## src/rtl/npc_pkg.sv

```systemverilog
package npc_pkg;

    localparam int XLEN  = 32;
    localparam int OPW   = 6;
    localparam int SUBW  = 5;
    localparam int FUNW  = 6;

    localparam logic [OPW-1:0]  OPC_SPECIAL = 6'h00;
    localparam logic [OPW-1:0]  OPC_SIGNBR  = 6'h01;
    localparam logic [OPW-1:0]  OPC_JABS    = 6'h02;
    localparam logic [OPW-1:0]  OPC_JLINK   = 6'h03;
    localparam logic [OPW-1:0]  OPC_LEZ     = 6'h06;
    localparam logic [OPW-1:0]  OPC_GTZ     = 6'h07;

    localparam logic [SUBW-1:0] SUB_LTZ     = 5'h00;
    localparam logic [SUBW-1:0] SUB_GEZ     = 5'h01;
    localparam logic [FUNW-1:0] FUN_JREG    = 6'h08;

    typedef enum logic [2:0] {
        FLOW_SEQ,
        FLOW_COND,
        FLOW_JABS,
        FLOW_JLINK,
        FLOW_JREG
    } flow_e;

    typedef enum logic [1:0] {
        CND_NEG,
        CND_NONNEG,
        CND_NONPOS,
        CND_POS
    } cond_e;

endpackage

```

## src/rtl/npc_decode.sv

```systemverilog
module npc_decode
    import npc_pkg::*;
(
    input  logic [OPW-1:0]  opcode,
    input  logic [SUBW-1:0] subop,
    input  logic [FUNW-1:0] funct,
    output flow_e           flow,
    output cond_e           cond
);

    always_comb begin
        flow = FLOW_SEQ;
        cond = CND_NEG;
        unique case (opcode)
            OPC_SIGNBR: begin
                if (subop == SUB_LTZ) begin
                    flow = FLOW_COND;
                    cond = CND_NEG;
                end else if (subop == SUB_GEZ) begin
                    flow = FLOW_COND;
                    cond = CND_NONNEG;
                end
            end
            OPC_LEZ: begin
                if (subop == '0) begin
                    flow = FLOW_COND;
                    cond = CND_NONPOS;
                end
            end
            OPC_GTZ: begin
                if (subop == '0) begin
                    flow = FLOW_COND;
                    cond = CND_POS;
                end
            end
            OPC_JABS:  flow = FLOW_JABS;
            OPC_JLINK: flow = FLOW_JLINK;
            OPC_SPECIAL: begin
                if (funct == FUN_JREG) flow = FLOW_JREG;
            end
            default: flow = FLOW_SEQ;
        endcase
    end

endmodule

```

## src/rtl/npc_cond.sv

```systemverilog
module npc_cond
    import npc_pkg::*;
#(
    parameter int W = 32
) (
    input  logic [W-1:0] rs_val,
    input  cond_e        cond,
    output logic         pass
);

    logic is_neg;
    logic is_zero;

    assign is_neg  = rs_val[W-1];
    assign is_zero = (rs_val == '0);

    always_comb begin
        unique case (cond)
            CND_NEG:    pass = is_neg;
            CND_NONNEG: pass = ~is_neg;
            CND_NONPOS: pass = is_neg | is_zero;
            CND_POS:    pass = ~is_neg & ~is_zero;
            default:    pass = 1'b0;
        endcase
    end

endmodule

```

## src/rtl/npc_target.sv

```systemverilog
module npc_target #(
    parameter int W    = 32,
    parameter int OFFW = 16,
    parameter int TGTW = 26
) (
    input  logic [W-1:0]    pc,
    input  logic [OFFW-1:0] offset,
    input  logic [TGTW-1:0] jfield,
    output logic [W-1:0]    seq_pc,
    output logic [W-1:0]    br_pc,
    output logic [W-1:0]    jabs_pc,
    output logic [W-1:0]    link_pc
);

    localparam int SEXT = W - OFFW - 2;
    localparam int REGW = W - TGTW - 2;

    logic [W-1:0] disp;

    assign seq_pc  = pc + W'(4);
    assign link_pc = pc + W'(8);
    assign disp    = {{SEXT{offset[OFFW-1]}}, offset, 2'b00};
    assign br_pc   = seq_pc + disp;

    generate
        if (REGW > 0) begin : g_region
            assign jabs_pc = {seq_pc[W-1 -: REGW], jfield, 2'b00};
        end else begin : g_flat
            assign jabs_pc = W'({jfield, 2'b00});
        end
    endgenerate

endmodule

```

## src/rtl/branch_npc_unit.sv

```systemverilog
module branch_npc_unit
    import npc_pkg::*;
#(
    parameter int PCW      = 32,
    parameter int OFFW     = 16,
    parameter int TGTW     = 26,
    parameter int IDXW     = 5,
    parameter int LINK_REG = 31
) (
    input  logic            clk,
    input  logic            rst_n,
    input  logic [PCW-1:0]  pc_i,
    input  logic [5:0]      opcode_i,
    input  logic [4:0]      subop_i,
    input  logic [5:0]      funct_i,
    input  logic [OFFW-1:0] offset_i,
    input  logic [TGTW-1:0] jtarget_i,
    input  logic [PCW-1:0]  rs_val_i,
    output logic [PCW-1:0]  next_pc_o,
    output logic            taken_o,
    output logic            link_we_o,
    output logic [PCW-1:0]  link_data_o,
    output logic [IDXW-1:0] link_idx_o
);

    flow_e          flow;
    cond_e          cond;
    logic           cond_pass;
    logic [PCW-1:0] seq_pc, br_pc, jabs_pc, link_pc;

    logic [PCW-1:0] nxt_d;
    logic           tkn_d;
    logic           lwe_d;
    logic [PCW-1:0] ldat_d;

    npc_decode u_dec (
        .opcode (opcode_i),
        .subop  (subop_i),
        .funct  (funct_i),
        .flow   (flow),
        .cond   (cond)
    );

    npc_cond #(.W(PCW)) u_cond (
        .rs_val (rs_val_i),
        .cond   (cond),
        .pass   (cond_pass)
    );

    npc_target #(.W(PCW), .OFFW(OFFW), .TGTW(TGTW)) u_tgt (
        .pc      (pc_i),
        .offset  (offset_i),
        .jfield  (jtarget_i),
        .seq_pc  (seq_pc),
        .br_pc   (br_pc),
        .jabs_pc (jabs_pc),
        .link_pc (link_pc)
    );

    always_comb begin
        nxt_d  = seq_pc;
        tkn_d  = 1'b0;
        lwe_d  = 1'b0;
        ldat_d = '0;
        unique case (flow)
            FLOW_SEQ: ;
            FLOW_COND: begin
                if (cond_pass) begin
                    nxt_d = br_pc;
                    tkn_d = 1'b1;
                end
            end
            FLOW_JABS: begin
                nxt_d = jabs_pc;
                tkn_d = 1'b1;
            end
            FLOW_JLINK: begin
                nxt_d  = jabs_pc;
                tkn_d  = 1'b1;
                lwe_d  = 1'b1;
                ldat_d = link_pc;
            end
            FLOW_JREG: begin
                nxt_d = rs_val_i;
                tkn_d = 1'b1;
            end
            default: ;
        endcase
    end

    always_ff @(posedge clk or negedge rst_n) begin
        if (!rst_n) begin
            next_pc_o   <= '0;
            taken_o     <= 1'b0;
            link_we_o   <= 1'b0;
            link_data_o <= '0;
        end else begin
            next_pc_o   <= nxt_d;
            taken_o     <= tkn_d;
            link_we_o   <= lwe_d;
            link_data_o <= ldat_d;
        end
    end

    assign link_idx_o = IDXW'(LINK_REG);

endmodule

```

## config.mk

```make
export PLATFORM = sky130hd
export DESIGN_NAME = branch_npc_unit
export DESIGN_NICKNAME = d
export VERILOG_FILES = /design/src/rtl/npc_pkg.sv /design/src/rtl/npc_decode.sv /design/src/rtl/npc_cond.sv /design/src/rtl/npc_target.sv /design/src/rtl/branch_npc_unit.sv
export SDC_FILE = /design/constraint.sdc
export NUM_CORES = 1
export LEC_CHECK = 0
export BUFFER_PORTS_ARGS = -buffer_cell sky130_fd_sc_hd__buf_2
export CORE_MARGIN = 1
export CORE_UTILIZATION = 31
export CTS_CLUSTER_SIZE = 28
export DETAILED_ROUTE_END_ITERATION = 8
export PLACE_DENSITY = 0.58
export SYNTH_ARGS = -nofsm -noshare
export SYNTH_HDL_FRONTEND = slang
export SYNTH_HIERARCHICAL = 1
export SYNTH_SLANG_ARGS = --single-unit
```

## constraint.sdc

```tcl
create_clock -name clk -period 0.8 [get_ports clk]
set_input_delay 0.2 -clock clk [delete_from_list [all_inputs] [get_ports clk]]
set_output_delay 0.2 -clock clk [all_outputs]
set_load 0.05 [all_outputs]
```

# Word level (Yosys, flattened, before mapping)
# Index checks and enable logic that the tools add are counted.
# Widths: inputs -> output; s select.
# word_totals
reg_bits	66
latch_bits	0
mem_bits_rw	0
mem_bits_ro	0
in_bits	125
output_inout_bits	71
wordCells	49
memories	0
# classes
add_sub_neg	3
mul	0
div_mod_pow	0
magnitude_cmp	0
eq_ne	14
n_shift	0
mux	17
bitwise_logic	4
reduce_logical	7
# op_table
operator	n
$pmux 32 s3	1
$mux 32	2
$add 32x3->32 const B	1
$add 32x32->32	1
$add 32x4->32 const B	1
$logic_not 32->1	1
$pmux 3 s5	1
$eq 6x2->1 const B	2
$eq 6x3->1 const B	2
$eq 3x2->1 const B	2
$eq 6x1->1 const B	1
$eq 6x4->1 const B	1
$logic_not 6->1	1
$mux 2	3
$mux 3	2
$pmux 2 s3	1
$eq 5x1->1 const B	1
$logic_not 5->1	1
$mux 1	5
$eq 2x2->1 const B	2
$pmux 1 s4	1
$reduce_or 2->1	2
$eq 3x1->1 const B	1
$eq 3x3->1 const B	1
7 further kinds	8

# Longest topological paths before layout
# Gate-level depths: netlist of the first run.
# logic_depth
word_depth	8
depth_mapped	20
depth_no_buf	18

# Cells and area by module
# Netlist of the first run, hierarchy kept.
# by_module_without_submodules
module	instances	cells_each	area_per_inst_um2	seq_area_each_um2
branch_npc_unit	1	267	2970.3	1651.6
npc_target	1	430	2940.3	0.0
npc_decode	1	16	117.6	0.0
npc_cond	1	13	92.6	0.0

# Worst setup path after synthesis of the first run
# No wires, ideal clock.
# synth_timing
path_kind	input to register
from	input port pc_i[16]
to	register next_pc_o[31]
setup_time_ns	0.126
t_arrival_ns	3.523
required_ns	0.674
path_slack_ns	-2.849
stages	20
n_path_buf	3
path_cell_list	clkbuf_1 > and3_1 > buf_2 > nand2_1 > or3_1 > nor3_1 > nand2_1 > xnor2_1 > ha_1 > clkbuf_1 > and3_1 > nand2_1 > or3_1 > nand2_1 > o22ai_1 > a21o_1 > xnor2_1 > nand4b_1 > a21oi_1 > a221o_1
# synth_between
elab_chain_cells	4
# synth_rtl
item	line	source
from (decl)	branch_npc_unit.sv:12	input logic [PCW-1:0] pc_i,
$add 32x3->32	npc_target.sv:20	assign seq_pc = pc + W'(4);
via seq_pc[26]	branch_npc_unit.sv:29	logic [PCW-1:0] seq_pc, br_pc, jabs_pc, link_pc;
$add 32x32->32	npc_target.sv:23	assign br_pc = seq_pc + disp;
via br_pc[31]	branch_npc_unit.sv:29	
$mux 32	branch_npc_unit.sv:68	if (cond_pass) begin
$pmux 32 s3	branch_npc_unit.sv:65	unique case (flow)
via nxt_d[31]	branch_npc_unit.sv:31	logic [PCW-1:0] nxt_d;
to (signal assigned)	branch_npc_unit.sv:98	next_pc_o <= nxt_d;
to (decl)	branch_npc_unit.sv:19	output logic [PCW-1:0] next_pc_o,
# The timed path passes the listed nets, and every way through them passes these cells.

# Final worst setup path of the first run
# layout_timing
from	input port pc_i[3]
to	register next_pc_o[29]
# Same word-level chain as after synthesis.

==> results of run 1 <==
-- worst max-delay path by stage --
| stage | start | end | slack, ns | depth (start not counted) |
|---|---|---|---|---|
| after floorplan | pc_i[16] | next_pc_o[31] | -2.55 | 20 |
| after global placement | pc_i[10] | next_pc_o[22] | -2.91 | 17 |
| after detailed placement | pc_i[10] | next_pc_o[30] | -2.90 | 18 |
| after CTS | pc_i[3] | next_pc_o[28] | -2.23 | 20 |
| after global routing | pc_i[3] | next_pc_o[29] | -2.48 | 23 |
| final | pc_i[3] | next_pc_o[29] | -2.36 | 20 |
-- synth_stat cells, drive strengths merged (6+ instances only) --
| cell type | number | share of area |
|---|---|---|
| a21o | 12 | 0.015 |
| a21oi | 68 | 0.056 |
| a221o | 33 | 0.054 |
| and2 | 37 | 0.038 |
| and3 | 8 | 0.0086 |
| buf | 56 | 0.069 |
| clkbuf | 34 | 0.021 |
| dfrtp | 66 | 0.27 |
| ha | 35 | 0.072 |
| inv | 9 | 0.0055 |
| nand2 | 86 | 0.053 |
| nand3 | 23 | 0.021 |
| nand4 | 20 | 0.023 |
| nand4b | 32 | 0.046 |
| nor2 | 26 | 0.017 |
| nor3 | 16 | 0.014 |
| nor4 | 10 | 0.015 |
| o21ai | 20 | 0.016 |
| o21bai | 6 | 0.0074 |
| xnor2 | 52 | 0.074 |
| xor2 | 30 | 0.044 |
-- worst max-delay path: cells and delay by family --
family	cells	cell delay [ns]
AO/OA/AOI/OAI	7	1.26
AND/OR/NAND/NOR	8	1.09
buffers and inverters	2	0.17
adder cells (fa/ha/maj)	2	0.44
XOR/XNOR	1	0.22
-- sequential cells by signal, summed over array words and instances, names as in the netlist --
signal,cells
link_we_o,1
link_data_o,32
next_pc_o,32
taken_o,1
-- stage by stage --
step           setup WS [ns]  hold slack, ns
3_5_place_dp           -2.90           0.230
4_1_cts                -2.23           0.106
6_report               -2.36           0.120
2_1_floorplan          -2.55         -0.0956
3_3_place_gp           -2.91           0.221
5_1_grt                -2.48           0.117
-- where the power goes --
group          internal, W  total, W  switching [W]
clock network      0.00224   0.00365        0.00141
registers          0.00346   0.00353      0.0000693
logic              0.00282   0.00572        0.00289
-- logic make-up (layout without fill, tap and decap cells) --
family / Yosys count / after routing / synth area share
AOI/OAI and AO/OA: 160 / 160 / 0.175
xor gates and xnor gates: 82 / 82 / 0.119
adders and majority gates: 36 / 36 / 0.0748
buffers and inverters: 99 / 482 / 0.0955
DFF: 66 / 66 / 0.270
other: 2 / 9 / 0.00123
and+or+nand+nor: 281 / 282 / 0.265
-- metal layers --
metal	vias to the layer above	part of all wire	global-route usage
li1	3337	-	-
met1	3303	0.43	0.306
met2	202	0.50	0.412
met3	46	0.036	0.0266
met4	0	0.030	0.0917
met5	-	0	0
-- layout make-up --
type,instances,share of cell area
antenna,2,0.000436
clock buffer,13,0.0227
clock inverter,2,0.00109
inverter,9,0.00327
multi-input combinational,567,0.467
sequential,66,0.144
tap,265,0.0289
timing repair buffer,458,0.332
-- what timing repair did --
item	4_1_cts	5_1_grt
buffers inserted	34	26
gates cloned	6	0
endpoints found under the setup margin	132	132
endpoints found under the hold margin	66	0
resized for setup	302	109
pin swaps	116	107
hold buffers	1	0
==> flow_summary.yaml, run 1 <==
status:
  outcome: "finished with violations"
  violations: "setup timing"
sta:
  period_needed_ns: 3.16
  rsz0062_at_grt: "true"
  drv_slew: 0
  setup_viol: 132
  finalHoldViolCount: 0
  slew_headroom: 0.618
  fin_tns_setup_ns: -98.73
  worstMarginPinSlew_ns: 0.568
  fmax_mhz: 316
  fin_crit_sh: 3.95
  worst_slack_ns: -2.36
min_path:
  worstHoldStart: "rs_val_i[14]"
  hold_path_class: "in2reg"
  min_to: "next_pc_o[14]"
  worstHoldPathCells: 2
finish:
  synthToLayoutAreaGrowth_pct: 87.7
  drive_gt1_frac: 0.596
  layout.cells.non_filler: 1382
  final_common_cell: "buf_4"
  fillers: 1618
  multi_input_area_sq_um: 5370
  finalNetCount: 1272
  seqCellArea_sq_um: 1650
  final_cell_area_sq_um: 11500
  final_core_utilization: 0.592
  final_cell_mix: "buf_4 (218), buf_2 (113), buf_6 (104), nand2_1 (66), dfrtp_1 (66)"
logic_synthesis:
  yosysSeqAreaShare: 0.270
  ys_warn_count: 6
  ys_types: 63
  synth_seq_cells: 66
  syn_inst: 726
  syn_area_sq_um: 6120
  synth_flop_cell: "dfrtp_1"
  avgSynthCellArea_sq_um: 8.43
  synth_edf_count: 0
  synthArstFlopShare: 1.00
floorplan:
  start_util: 0.316
  fp.dieArea_sq_um: 20300
  fp.dieH_um: 143
  die_w_um: 143
  coreArea_sq_um: 19400
  rows: 51
  ios: 196
detailed_routing:
  viasPerCell: 4.98
  drt-total-wl_um: 24700
  num_vias: 6888
  wl_per_cell_um: 17.9
  drt_iter0_drc: 398
  drc: 0
  first_pass_iters: 5
  drtAntennaViolNets: 0
pwr:
  total_power_w: 0.0129
  leakage_nw: 5.17
  ir_drop_v: 0.000949
  powerDensity_nw_per_um2: 1120
critical_path:
  path_class: "in2reg"
  crit_chain: "buf_8 -> buf_12 -> ha_4 -> nand2_4 -> nor2_4 -> nand2_4 -> nor2_4 -> nand4_1 -> xnor2_2 -> ha_1 -> a21o_1 -> a21o_1 -> a221o_1 -> nand3_2 -> a21oi_2 -> nor3b_2 -> a221oi_2 -> nand4b_1 -> a21oi_1 -> a221o_1"
  crit_slowest_cell: "a221o_1"
  crit_required_ns: 1.01
  start_kind: "input pin"
  path_max_fanout: 3
  cp.arrival_ns: 3.37
  endpoint_kind: "flip-flop"
  worst_path_largest_cell_delay_ns: 0.39
global_routing:
  grt_max_degree: 50
  antenna_found_initial: 2
  grt_pass1_wl_um: 37000
  grt_pass1_vias: 6819
  grt_use_total: 0.240
  overflow: 0
place:
  place_inst: 1310
  place_area_sq_um: 8770
  dp.final_hpwl_um: 17400
  portBuffers: 190
  place_congestion: 0.947
clocking:
  clk_pin_slew_ns: 0.06
  cts_tree: "built"
  cts_buffers: 9
  root_buffer: "clkbuf_16"
  clock_tree.htree_level_count: 3
  clockBufferDepth: 2
  clock-sinks: 66
flow_run:
  cap_violations: 0
Note: power is estimated with default switching activity, not from simulation.
==> inputs of run 2 (changes only) <==
--- a/config.mk
+++ b/config.mk
@@ -6,11 +6,13 @@
 export NUM_CORES = 1
 export LEC_CHECK = 0
 export BUFFER_PORTS_ARGS = -buffer_cell sky130_fd_sc_hd__buf_2
+export CAP_MARGIN = 25
 export CORE_MARGIN = 1
 export CORE_UTILIZATION = 31
 export CTS_CLUSTER_SIZE = 28
 export DETAILED_ROUTE_END_ITERATION = 8
 export PLACE_DENSITY = 0.58
+export RECOVER_POWER = 50
 export SYNTH_ARGS = -nofsm -noshare
 export SYNTH_HDL_FRONTEND = slang
 export SYNTH_HIERARCHICAL = 1
==> constraint.sdc (replaced) <==
create_clock -name clk -period 3.4 [get_ports clk]
set_input_delay 0.85 -clock clk [delete_from_list [all_inputs] [get_ports clk]]
set_output_delay 0.85 -clock clk [all_outputs]
set_load 0.05 [all_outputs]
==> flow_summary.yaml, run 2 (synthesis results as in run 1) <==
sta:
  fmax_mhz: 269
  slew_headroom: -0.0911
  worstMarginPinSlew_ns: 1.64
  fin_crit_sh: 1.09
  period_needed_ns: 3.71
  worst_slack_ns: -0.315
  finalHoldViolCount: 0
  whs_ns: 0.769
  rsz0062_at_grt: "true"
  drv_slew: 32
  setup_viol: 18
finish:
  final_core_utilization: 0.495
  final_common_cell: "buf_4"
  drive_gt1_frac: 0.475
  final_cell_area_sq_um: 9590
  fillers: 1890
  reg_top3: "link_data_o: 32 flops, next_pc_o: 32 flops"
  synthToLayoutAreaGrowth_pct: 56.7
  final_cell_mix: "buf_4 (177), buf_2 (160), nand2_1 (74), dfrtp_1 (66), a21oi_1 (57)"
  finalNetCount: 1199
min_path:
  hold_path_class: "in2reg"
  min_to: "next_pc_o[22]"
  worstHoldPathCells: 2
  worstHoldStart: "rs_val_i[22]"
critical_path:
  crit_required_ns: 3.62
  path_max_fanout: 4
  path_class: "in2reg"
  cp.arrival_ns: 3.93
  endpoint_kind: "flip-flop"
  start_kind: "input pin"
pwr:
  clkPwrFrac: 0.330
  leakage_nw: 4.42
  ir_drop_v: 0.000238
  switchingPower_w: 0.000930
  powerDensity_nw_per_um2: 303
  internal_power_w: 0.00198
  switching_share: 0.320
  combPwrFrac: 0.386
  p_seq_frac: 0.284
detailed_routing:
  wl_per_cell_um: 16.6
  num_vias: 6518
  drt-total-wl_um: 21700
  drt_iter0_drc: 330
  drtAntennaViolNets: 0
  viasPerCell: 4.98
  first_pass_iters: 5
  drc: 0
floorplan:
  rows: 51
  coreArea_sq_um: 19400
  fp.dieH_um: 143
  fp.dieArea_sq_um: 20300
  ios: 196
  start_util: 0.316
  die_w_um: 143
global_routing:
  overflow: 0
  antenna_found_initial: 2
  grt_pass1_vias: 6408
  grt_pass1_wl_um: 33200
  grt_max_degree: 48
  grt_use_total: 0.213
place:
  place_congestion: 0.916
  dp.final_hpwl_um: 16900
  portBuffers: 190
  place_area_sq_um: 8280
flow_run:
  cap_violations: 1
status:
  outcome: "finished with violations"
  violations: "capacitance limit, slew limit, setup timing"
clocking:
  root_buffer: "clkbuf_16"
  cts_tree: "built"
  hold_buffers: 0
  cts_buffers: 9
  clock_tree.htree_level_count: 3
  clock-sinks: 66
  clk_pin_slew_ns: 0.05
  clockBufferDepth: 2
==> run 2: cell count changes in the layout (fill, tap and decap cells not counted), sizes merged, moves of 2 or more <==
cell	change
bufbuf	-2
buf	-95
clkinvlp	-2
clkbuf	+28
==> run 2: critical path, stage by stage <==
cell      delay (ns)
buf_8           0.08
ha_4            0.14
nand3_4         0.10
nor4_4          0.23
buf_6           0.17
nand3_4         0.07
nor2_4          0.20
nand2_2         0.10
xnor2_2         0.16
ha_1            0.33
and3_4          0.20
nand2_2         0.06
or3_4           0.34
nand2_2         0.07
o22ai_1         0.07
a21o_1          0.19
xnor2_1         0.13
nand4b_1        0.09
a21oi_1         0.07
a221o_1         0.27
==> run 2: what timing repair did <==
action | in CTS | in global routing
pin swaps | 100 | 22
setup endpoints to repair | 18 | 19
gates resized for setup | 115 | 32
setup buffers | 30 | 1
==> run 2: final cells by class <==
cell class                      count  area (sq um)  area share
Inverter                            9          33.8     0.00352
Clock inverter                      1          30.0     0.00313
Multi-Input combinational cell    566          4720       0.492
Antenna cell                        2          5.00    0.000522
Clock buffer                       15           288      0.0300
Tap cell                          265           332      0.0346
Sequential cell                    66          1650       0.172
Timing Repair Buffer              386          2530       0.264
==> run 2: how the worst max path moves through the flow <==
stage,end,startpoint,cells past startpoint
after global routing,next_pc_o[25],pc_i[3],20
after global placement,next_pc_o[30],pc_i[3],18
final,next_pc_o[31],pc_i[4],20
after CTS,next_pc_o[31],pc_i[4],20
after detailed placement,next_pc_o[30],pc_i[3],18
after floorplan,next_pc_o[31],pc_i[13],18
==> run 2: power by group through the flow <==
stage	clock [W]	combinational [W]	sequential (W)
floorplan	0	0.000459	0.000937
global placement	0	0.000941	0.000839
detailed placement	0	0.000944	0.000839
CTS	0.000975	0.00108	0.000826
global route	0.00101	0.00120	0.000827
finish	0.000959	0.00112	0.000826
==> run 2: metal layers <==
| layer | wire (um) | vias to the layer above | GRT usage |
|---|---|---|---|
| li1 | - | 3189 | - |
| met1 | 9530 | 3066 | 0.272 |
| met2 | 10500 | 233 | 0.367 |
| met3 | 1140 | 30 | 0.0209 |
| met4 | 550 | 0 | 0.0855 |
| met5 | 0 | - | 0 |
==> run 2: metrics by stage <==
stage | setup WS (ns) | setup TNS (ns) | instances | power [W]
final | -0.315 | -3.10 | 1310 | 0.00291
after global routing | -0.449 | -5.96 | 1310 | 0.00304
after CTS | -0.282 | -2.55 | 1307 | 0.00288
after detailed placement | -0.945 | -13.89 | 1262 | 0.00178
after global placement | -0.876 | -13.25 | 1262 | 0.00178
after floorplan | -0.612 | -5.27 | 731 | 0.00140
